**config.mk**
```make
export PLATFORM = sky130hd
export DESIGN_NAME = serial_set_reducer
export DESIGN_NICKNAME = d
export VERILOG_FILES = /design/src/rtl/serial_red_pkg.sv /design/src/rtl/red_adder_pipe.sv /design/src/rtl/red_hold_fifo.sv /design/src/rtl/red_sched.sv /design/src/rtl/serial_set_reducer.sv
export SDC_FILE = /design/constraint.sdc
export NUM_CORES = 1
export LEC_CHECK = 0
export BUFFER_PORTS_ARGS = -buffer_cell sky130_fd_sc_hd__buf_2
export CAP_MARGIN = 10
export CORE_MARGIN = 5
export CORE_UTILIZATION = 35
export CTS_BUF_LIST = sky130_fd_sc_hd__clkbuf_4 sky130_fd_sc_hd__clkbuf_8 sky130_fd_sc_hd__clkbuf_16
export DETAILED_ROUTE_END_ITERATION = 10
export HOLD_SLACK_MARGIN = 0.15
export PLACE_DENSITY = 0.54
export SLEW_MARGIN = 10
export SYNTH_ARGS = -nofsm -noshare
export SYNTH_HDL_FRONTEND = slang
export SYNTH_SLANG_ARGS = --single-unit
export TNS_END_PERCENT = 5
```
**constraint.sdc**
```tcl
create_clock -name clk -period 6.3 [get_ports clk]
set_input_delay 1.26 -clock clk [delete_from_list [all_inputs] [get_ports clk]]
set_output_delay 1.26 -clock clk [all_outputs]
set_load 0.03 [all_outputs]
```
**src/rtl/serial_red_pkg.sv**
```systemverilog
package serial_red_pkg;
  // operand routing choices for the single adder slot
  typedef enum logic [1:0] {
    CFG_PAIR  = 2'd0,  // buffered input + current input
    CFG_FEED  = 2'd1,  // current input + adder output
    CFG_MERGE = 2'd2,  // adder output + output buffer
    CFG_ZERO  = 2'd3   // empty slot
  } route_e;

  localparam int unsigned ADD_STAGES = 3;   // schedule is built for this latency
  localparam int unsigned SEG_MIN    = 8;   // minimum segment length in cycles
  localparam int unsigned PH_W       = 4;   // phase counter width, holds 0..SEG_MIN
  localparam int unsigned HOLD_DEPTH = 2;   // input buffer entries
endpackage

```
**src/rtl/red_adder_pipe.sv**
```systemverilog
module red_adder_pipe #(
  parameter int unsigned DATA_W = 32,
  parameter int unsigned ID_W   = 8,
  parameter int unsigned STAGES = 3
) (
  input  logic              clk,
  input  logic              rst,
  input  logic              op_live,
  input  logic [ID_W-1:0]   op_tag,
  input  logic [DATA_W-1:0] op_a,
  input  logic [DATA_W-1:0] op_b,
  output logic              res_live,
  output logic [ID_W-1:0]   res_tag,
  output logic [DATA_W-1:0] res_sum
);
  // integer stand-in for a multi-stage adder; the tag and live bit ride along
  for (genvar g = 0; g < STAGES; g++) begin : g_stage
    logic              live;
    logic [ID_W-1:0]   tag;
    logic [DATA_W-1:0] val;
    if (g == 0) begin : g_first
      always_ff @(posedge clk) begin
        if (rst) live <= 1'b0;
        else     live <= op_live;
        tag <= op_tag;
        val <= op_a + op_b;
      end
    end else begin : g_next
      always_ff @(posedge clk) begin
        if (rst) live <= 1'b0;
        else     live <= g_stage[g-1].live;
        tag <= g_stage[g-1].tag;
        val <= g_stage[g-1].val;
      end
    end
  end

  assign res_live = g_stage[STAGES-1].live;
  assign res_tag  = g_stage[STAGES-1].tag;
  assign res_sum  = g_stage[STAGES-1].val;
endmodule

```
**src/rtl/red_hold_fifo.sv**
```systemverilog
module red_hold_fifo #(
  parameter int unsigned W     = 32,
  parameter int unsigned DEPTH = 2
) (
  input  logic         clk,
  input  logic         rst,
  input  logic         chk_en,
  input  logic         push,
  input  logic         pop,
  input  logic [W-1:0] din,
  output logic [W-1:0] head
);
  localparam int unsigned PW = (DEPTH > 1) ? $clog2(DEPTH) : 1;
  localparam int unsigned CW = $clog2(DEPTH + 1);

  logic [W-1:0]  mem [DEPTH];
  logic [PW-1:0] wr_ptr, rd_ptr;
  logic [CW-1:0] fill;

  always_ff @(posedge clk) begin
    if (push) mem[wr_ptr] <= din;
  end

  always_ff @(posedge clk) begin
    if (rst) begin
      wr_ptr <= '0;
      rd_ptr <= '0;
      fill   <= '0;
    end else begin
      if (push) wr_ptr <= (wr_ptr == PW'(DEPTH - 1)) ? '0 : wr_ptr + PW'(1);
      if (pop)  rd_ptr <= (rd_ptr == PW'(DEPTH - 1)) ? '0 : rd_ptr + PW'(1);
      if (push && !pop)      fill <= fill + CW'(1);
      else if (pop && !push) fill <= fill - CW'(1);
    end
  end

  assign head = mem[rd_ptr];

  // buffer capacity respected
  assert_fifo_no_overflow_R9: assert property (@(posedge clk) disable iff (rst || !chk_en)
    (push && !pop) |-> (fill < CW'(DEPTH)));
  assert_fifo_no_underflow_R9: assert property (@(posedge clk) disable iff (rst || !chk_en)
    pop |-> (fill != '0));
endmodule

```
**src/rtl/red_sched.sv**
```systemverilog
module red_sched
  import serial_red_pkg::*;
#(
  parameter int unsigned ID_W = 8
) (
  input  logic            clk,
  input  logic            rst,
  input  logic            in_valid,
  input  logic [ID_W-1:0] in_id,
  output route_e          route,
  output logic [ID_W-1:0] old_id,
  output logic            fifo_push,
  output logic            fifo_pop,
  output logic            ob_load,
  output logic            emit,
  output logic            seg_short
);
  localparam logic [PH_W-1:0] PH_SAT = PH_W'(SEG_MIN);

  logic            last_valid_q;
  logic [ID_W-1:0] last_id_q;
  logic [PH_W-1:0] phase_q, phase;
  logic            old_live_q, old_live;
  logic [ID_W-1:0] old_id_q;
  logic            boundary;

  assign boundary  = (in_valid != last_valid_q) || (in_valid && (in_id != last_id_q));
  assign phase     = boundary ? '0 : ((phase_q == PH_SAT) ? PH_SAT : phase_q + PH_W'(1));
  assign old_live  = boundary ? last_valid_q : old_live_q;
  assign old_id    = boundary ? last_id_q : old_id_q;
  assign seg_short = boundary && (phase_q < PH_W'(SEG_MIN - 1));

  always_ff @(posedge clk) begin
    if (rst) begin
      last_valid_q <= 1'b0;
      last_id_q    <= '0;
      phase_q      <= PH_SAT;
      old_live_q   <= 1'b0;
      old_id_q     <= '0;
    end else begin
      last_valid_q <= in_valid;
      last_id_q    <= in_id;
      phase_q      <= phase;
      old_live_q   <= old_live;
      old_id_q     <= old_id;
    end
  end

  // new set: buffer c1,c2 then pair with c3,c4; buffer c5; feed c6,c7; pair c5+c8
  // closing set: hold P1, merge with P2, hold P3, merge with P1+P2, emit at phase 7
  always_comb begin
    route     = CFG_ZERO;
    fifo_push = 1'b0;
    fifo_pop  = 1'b0;
    ob_load   = 1'b0;
    emit      = 1'b0;
    if (in_valid) begin
      case (phase)
        4'd0, 4'd1, 4'd4: fifo_push = 1'b1;
        4'd2, 4'd3, 4'd7: begin fifo_pop = 1'b1; route = CFG_PAIR; end
        4'd5, 4'd6, 4'd8: route = CFG_FEED;
        default: ;
      endcase
    end
    if (old_live) begin
      case (phase)
        4'd0, 4'd2: ob_load = 1'b1;
        4'd1, 4'd4: route   = CFG_MERGE;
        4'd7:       emit    = 1'b1;
        default: ;
      endcase
    end
  end

  assert_phase_range_R5: assert property (@(posedge clk) disable iff (rst)
    phase_q <= PH_SAT);
endmodule

```
**src/rtl/serial_set_reducer.sv**
```systemverilog
module serial_set_reducer
  import serial_red_pkg::*;
#(
  parameter int unsigned DATA_W = 32,
  parameter int unsigned ID_W   = 8
) (
  input  logic              clk,
  input  logic              rst,
  input  logic              in_valid,
  input  logic [ID_W-1:0]   in_id,
  input  logic [DATA_W-1:0] in_data,
  output logic              sum_valid,
  output logic [ID_W-1:0]   sum_id,
  output logic [DATA_W-1:0] sum_data,
  output logic              seg_err
);
  route_e            route;
  logic [ID_W-1:0]   old_id;
  logic              fifo_push, fifo_pop, ob_load, emit, seg_short;
  logic [DATA_W-1:0] fifo_head, ob_q;
  logic              op_live;
  logic [ID_W-1:0]   op_tag;
  logic [DATA_W-1:0] op_a, op_b;
  logic              p_live;
  logic [ID_W-1:0]   p_tag;
  logic [DATA_W-1:0] p_sum;
  logic              fault_q, chk_en;

  assign chk_en = !(fault_q || seg_short);

  red_sched #(.ID_W(ID_W)) u_sched (
    .clk(clk), .rst(rst), .in_valid(in_valid), .in_id(in_id),
    .route(route), .old_id(old_id), .fifo_push(fifo_push), .fifo_pop(fifo_pop),
    .ob_load(ob_load), .emit(emit), .seg_short(seg_short)
  );

  red_hold_fifo #(.W(DATA_W), .DEPTH(HOLD_DEPTH)) u_hold (
    .clk(clk), .rst(rst), .chk_en(chk_en), .push(fifo_push), .pop(fifo_pop),
    .din(in_data), .head(fifo_head)
  );

  always_comb begin
    op_live = 1'b1;
    op_tag  = in_id;
    op_a    = '0;
    op_b    = '0;
    case (route)
      CFG_PAIR:  begin op_a = fifo_head; op_b = in_data; end
      CFG_FEED:  begin op_a = in_data;   op_b = p_sum;   end
      CFG_MERGE: begin op_a = ob_q;      op_b = p_sum;   op_tag = old_id; end
      default:   op_live = 1'b0;
    endcase
  end

  red_adder_pipe #(.DATA_W(DATA_W), .ID_W(ID_W), .STAGES(ADD_STAGES)) u_add (
    .clk(clk), .rst(rst), .op_live(op_live), .op_tag(op_tag), .op_a(op_a), .op_b(op_b),
    .res_live(p_live), .res_tag(p_tag), .res_sum(p_sum)
  );

  always_ff @(posedge clk) begin
    if (ob_load) ob_q <= p_sum;
  end

  always_ff @(posedge clk) begin
    if (rst) begin
      sum_valid <= 1'b0;
      sum_id    <= '0;
      sum_data  <= '0;
      seg_err   <= 1'b0;
      fault_q   <= 1'b0;
    end else begin
      sum_valid <= emit;
      if (emit) begin
        sum_id   <= old_id;
        sum_data <= p_sum;
      end
      seg_err <= seg_short;
      fault_q <= fault_q || seg_short;
    end
  end

  // scheduled partners are present and belong to the right set
  assert_feed_partner_R7: assert property (@(posedge clk) disable iff (rst || !chk_en)
    (route == CFG_FEED) |-> (p_live && (p_tag == in_id)));
  assert_merge_partner_R7: assert property (@(posedge clk) disable iff (rst || !chk_en)
    (route == CFG_MERGE) |-> (p_live && (p_tag == old_id)));
  // the emitted value is the closing set's last partial
  assert_emit_final_R1: assert property (@(posedge clk) disable iff (rst || !chk_en)
    emit |-> (p_live && (p_tag == old_id)));
  // every adder output is consumed
  assert_no_drop_R8: assert property (@(posedge clk) disable iff (rst || !chk_en)
    p_live |-> ((route == CFG_FEED) || (route == CFG_MERGE) || ob_load || emit));
  // result strobe is a single cycle
  assert_single_pulse_R2: assert property (@(posedge clk) disable iff (rst)
    sum_valid |=> !sum_valid);
endmodule

```
# After elaboration in Yosys (flattened, before gate mapping)
# Memories as Yosys holds them, arrays and structs flattened. A register that Yosys moved wholly into a read port is not among the register bits.
# Index checks and enable logic that the tools add are counted.
[op_classes]
addsub = 4
order_cmp = 1
eq_ne = 13
n_mux = 24
n_reduce_logical = 11
[op_table]
columns = ["operator", "count"]
rows = [
  ["$pmux W32 S3", 1],
  ["$pmux W32 S2", 1],
  ["$add A32 B32 Y32", 1],
  ["$eq A4 B3 Y1 const B", 4],
  ["$mux W1", 15],
  ["$reduce_or A3 Y1", 3],
  ["$eq A4 B2 Y1 const B", 2],
  ["$eq A4 B4 Y1 const B", 2],
  ["$mux W4", 2],
  ["$mux W8", 1],
  ["$ne A8 B8 Y1", 1],
  ["$mux W2", 3],
  ["$reduce_or A2 Y1", 3],
  ["$add A4 B1 Y4 const B", 1],
  ["$eq A4 B1 Y1 const B", 1],
  ["$logic_not A4 Y1", 1],
  ["$lt A4 B3 Y1 const B", 1],
  ["$pmux W2 S2", 1],
  ["$add A1 B1 Y1 const B", 2],
  ["$eq A2 B1 Y1 const B", 1],
  ["$eq A2 B2 Y1 const B", 1],
  ["$logic_and A1 B1 Y1", 2],
  ["$logic_not A2 Y1", 1],
  ["$logic_or A1 B1 Y1", 1],
  ["$ne A1 B1 Y1", 1],
]
[word_totals]
ramBits = 64
word_cells = 69
mem_count = 1
inputBits = 43
register_bits = 194
output_inout_bits = 42
[memory_table]
columns = ["memory", "depth", "width", "rd", "rd_clocked_by_memory_dff", "wr", "line_no", "source"]
rows = [
  ["u_hold.mem", 2, 32, 1, 1, 1, "red_hold_fifo.sv:16", "logic [W-1:0] mem [DEPTH];"],
]

# Longest topological paths before layout
[logic_depth]
depth_word = 14
mapped_depth = 24
depth_no_buf = 22

# Modules after synthesis
# From an unflattened synthesis, not the netlist that was laid out.
[unflattened]
cells_unflattened = 913
area_unflattened_um2 = 11382.2
[by_module_without_submodules]
columns = ["mod", "seq_area_each_um2", "cells_each", "instances", "area_per_inst_um2"]
rows = [
  ["red_adder_pipe", 2462.4, 366, 1, 4229.1],
  ["serial_set_reducer", 1821.7, 337, 1, 3542.1],
  ["red_hold_fifo", 1981.9, 110, 1, 2567.5],
  ["red_sched", 440.4, 100, 1, 1043.5],
]

# Worst setup path before layout
# No wires, ideal clock.
[synth_timing]
path_kind = "input-to-reg"
startpoint = "input in_id[5]"
endpoint = "register u_add.g_stage[0].val[24]"
slack_ps = 975
path_buffers = 2
setup_time_ps = 95
path_stages = 21
t_required_ps = 6205
arrival_ps = 5230
cell_sequence = "xor2_1 -> nor4_4 -> a31oi_1 -> a2bb2oi_2 -> nor4_1 -> o21a_1 -> ha_1 -> clkbuf_1 -> clkbuf_1 -> a222oi_1 -> nor2_1 -> ha_1 -> inv_1 -> fa_1 -> nand2b_1 -> a21oi_1 -> o21ai_1 -> a211oi_2 -> nor2_1 -> o21a_1 -> o311ai_1"
[synth_between]
elab_chain_len = 14
elab_cells_between_ends = 27
classes_between = "add/sub: 1; eq/ne: 11; mux: 8; reduce/logical: 7"
[synth_lines]
columns = ["element", "line_no", "source"]
rows = [
  ["from (decl)", "serial_set_reducer.sv:10", "input logic [ID_W-1:0] in_id,"],
  ["$ne A8 B8 Y1 (*)", "red_sched.sv:27", "assign boundary = (in_valid != last_valid_q) || (in_valid && (in_id != last_id_q));"],
  ["$logic_and A1 B1 Y1 (*)", "red_sched.sv:27", ""],
  ["$logic_or A1 B1 Y1 (*)", "red_sched.sv:27", ""],
  ["$mux W4", "red_sched.sv:28", "assign phase = boundary ? '0 : ((phase_q == PH_SAT) ? PH_SAT : phase_q + PH_W'(1));"],
  ["$eq A4 B3 Y1, or another cell as far along", "red_sched.sv:58", "case (phase)"],
  ["$reduce_or A3 Y1", "red_sched.sv:58", ""],
  ["$pmux W2 S2", "red_sched.sv:58", ""],
  ["$mux W2", "red_sched.sv:57", "if (in_valid) begin"],
  ["$mux W2", "red_sched.sv:66", "case (phase)"],
  ["$mux W2 (*)", "red_sched.sv:65", "if (old_live) begin"],
  ["$eq A2 B2 Y1 / $eq A2 B1 Y1 (equally long branches)", "n/a", ""],
  ["$reduce_or A2 Y1 (no line)", "n/a", ""],
  ["$pmux W32 S2", "serial_set_reducer.sv:47", "case (route)"],
  ["$add A32 B32 Y32 (*)", "red_adder_pipe.sv:26", "val <= op_a + op_b;"],
  ["to (signal assigned)", "red_adder_pipe.sv:26", ""],
  ["to (decl)", "red_adder_pipe.sv:20", "logic [DATA_W-1:0] val;"],
]
# Every way passes the cells marked *; elsewhere a longest branch is shown, timed or not.
# A chain may end at the register's enable or synchronous reset.

# Final worst setup path
[layout_timing]
startpoint = "input in_id[5]"
endpoint = "register u_add.g_stage[0].val[31]"
# Same word-level chain as after synthesis.

==> metrics <==
fraction of final layout cells sized beyond drive strength 1 21.20%; worst reg-to-reg path cell count 19; Slew Limit Fails 0; crit path DAT 5.92 ns; clock network power share 45.8%; EDFF count, synth 96; outcome finished clean; Setup crit start in_id[5]; maximum clock frequency 0.1821 GHz; crit path cell chain buf_2 > xor2_1 > nor4_4 > a31oi_1 > a2bb2oi_2 > nor4_1 > o21a_1 > ha_1 > buf_4 > a222oi_1 > nor2_1 > ha_1 > a21o_1 > a21o_1 > a2111oi_0 > nand3_1 > nor2b_1 > o41ai_1; port buffer count 84; total power 3543 uW; # IOs 85; Net Sw Power 726.0 uW; MaxCap Viol Count 0; YS warnings 0; Antenna diodes 0; register share of total power 50.6%; CTS tree built; WL/cell 16.93 um; leak pwr 0.005058 uW; vias in the first global route 6828; Hold Vio Cnt, Final 0; Die Wd 182.8 um; post-synthesis instance area 10450 um2; worst-skew pair later-pin latency 0.53 ns; most frequent cell after synthesis dfxtp_1; Die Height 182.8 um; Least-Margin Pin Slew 1.097 ns; via-per-instance ratio 4.964; initial antenna violation count 0; gp weighted congestion 0.8166; global-route wire length before repair 37370 um; Comb power frac 3.5%; slew margin rel. 26.70%; worst r2r src u_sched.phase_q[0]; leading area contributor after synthesis dfxtp_1; critical path's slowest cell ha_1; Crit. End Element flip-flop; Vias 6806; Starting Density 35.35%; peak supply drop 240.4 uV; RSZ-0062 raised after global routing false; type of the worst setup path input pin to flip-flop; row cnt 63; crit path to u_add.g_stage[0].val[31]; Hold-fix buffers, CTS 0; worst-path maximum fanout 19; worst reg2reg endpoint u_add.g_stage[0].val[31]; final setup fails 0; WP buf/inv 2; worst hold path startpoint u_add.g_stage[0].val[11]; sequential element share of the synthesized area 58.81%; Syn Inst Count 880; mean post-synth cell area 11.88 um2; synthesis-to-layout area growth 17.31%; core area 29560 um2; clk slew on worst S/H paths 0.06 ns; CP peak stage delay 0.58 ns; nets@finish 1041; GRT Residual Overflow 0; Required @ worst endpoint 6.73 ns; Async SR Flop Fraction 0%; Main synth FF type dfxtp_1; die footprint 33410 um2; Power Density 289.0 nW/um2; HPWL after DPL 16020 um; Clock Tree Buf Depth 3; drt drc 0; DR pass1 iterations 8; CTS root buf clkbuf_16; Int Power 2817 uW; most common library cells after synthesis dfxtp_1, nor2_1, edfxtp_1; synth top area cells dfxtp_1, edfxtp_1, nor2_1; crit-path leading delay family compound AO/OA/AOI/OAI gates; Synth Net Count 961; register bit count reported by yosys 259; Tmin final 5.492 ns; Initial DRC Count 509; Fin Setup TNS 0 ns; Clock H-tree levels 1; Crit path depth 18; area share of the largest cell type after synthesis 31.23%; Worst R2R Setup Slack 1.13 ns; CP startpoint kind input pin; Net Sw Frac 20.49%; GR Util All Layers 13.60%; post_cts resized 0; DRT Wirelength 23220 um; Post-DRT Antenna Nets 0; CTS sink cnt 259; Post-CTS Setup Bufs 0; clk_skew 0.02014 ns; number of distinct library cells after synthesis 65; final period utilization 87.18%; largest net degree at the start of global routing 74; Inserted Clock Buffers 27; Hold Crit Class flip-flop to flip-flop; fillers 2865
## registers in the layout, summed over array words and instances (netlist names), 8 cells and up, named ones only
name,cells
u_sched.last_id_q,8
u_add.g_stage.val,64
sum_data,32
u_hold.mem,64
sum_id,8
ob_q,32
u_sched.old_id_q,8
u_add.res_sum,32
## routing by layer
metal	vias up	part of all wire, %	GRT usage (%)
met2	158	44	21.68
met1	3199	49	19.55
met5	-	0	0
met4	0	2.0	3.248
li1	3419	-	-
met3	30	4.3	2.202
## worst min path at each step
stage | endpoint | slack, ns | cells after the start
after floorplan | u_add.g_stage[1].val[0] | 0.31 | 0
after global placement | u_add.g_stage[1].val[1] | 0.31 | 0
after detailed placement | u_add.g_stage[1].val[31] | 0.31 | 0
after CTS | u_add.g_stage[1].val[11] | 0.31 | 0
after global routing | u_add.g_stage[1].val[11] | 0.33 | 0
final | u_add.g_stage[1].val[11] | 0.31 | 0
## through the flow
step	setup slack, ns	utilization (%)	cells	hold slack (ns)	area [um2]
4_1_cts	0.8203	41.47	1371	0.3113	12260
3_5_place_dp	0.2482	38.32	1321	0.3121	11330
2_1_floorplan	0.9749	-	880	0.3096	10450
6_report	0.8078	41.47	1371	0.3099	12260
3_3_place_gp	0.2968	38.32	1321	0.3101	11330
5_1_grt	0.4679	41.47	1371	0.3253	12260
## worst register-to-register path: cells and delay by family, from the launching register on
family                   cells  cell delay [ns]
AO/OA/AOI/OAI                8             1.94
adder cells (fa/ha/maj)      3             1.05
buffers and inverters        2             0.39
flip-flops                   1             0.36
multiplexers                 1             0.14
AND/OR/NAND/NOR              5             1.19
## cell usage in the layout, fill, tap and decap left out, types with 8 or more instances in the layout
cell type	instances
mux2i_1	42
ha_1	35
edfxtp_1	96
a222oi_1	30
nor3_1	9
clkbuf_8	8
a21o_1	11
xor2_1	18
a22oi_1	33
dfxtp_1	163
nor2b_1	10
mux2_2	32
o21ai_0	17
inv_1	24
nor2_1	125
nand3_1	8
o31ai_2	9
buf_4	14
nand2b_1	8
nand2_1	22
clkbuf_16	27
buf_2	84
nand3b_1	8
a21oi_1	30
xnor2_1	16
## final cells by class
class                           count  area [um2]  share of cell area, %
Timing Repair Buffer              100       565.5                  4.613
Multi-Input combinational cell    548        4036                  32.92
Clock buffer                       41       830.8                  6.777
Clock inverter                      9       102.6                 0.8369
Tap cell                          390       488.0                  3.980
Inverter                           24       90.09                 0.7348
Sequential cell                   259        6146                  50.13
## cell families (layout without fill, tap and decap cells)
family / Yosys count / count (layout) / synth area share [%]
and+or+nand+nor: 217 / 217 / 9.746
adders and majority gates: 38 / 38 / 4.622
xor gates and xnor gates: 34 / 34 / 2.850
AOI/OAI and AO/OA: 185 / 185 / 13.64
muxes: 74 / 74 / 7.471
DFF: 259 / 259 / 58.81
buffers and inverters: 73 / 174 / 2.862
## power by group through the flow
| stage | Combinational [uW] | Sequential, uW | Clock, uW |
|---|---|---|---|
| final | 125 | 1790 | 1620 |
| after global routing | 137 | 1800 | 1750 |
| after floorplan | 71.4 | 1830 | 0 |
| after CTS | 128 | 1790 | 1680 |
| after detailed placement | 127 | 1830 | 0 |
| after global placement | 127 | 1830 | 0 |
Power figures use the tool's default switching activity.
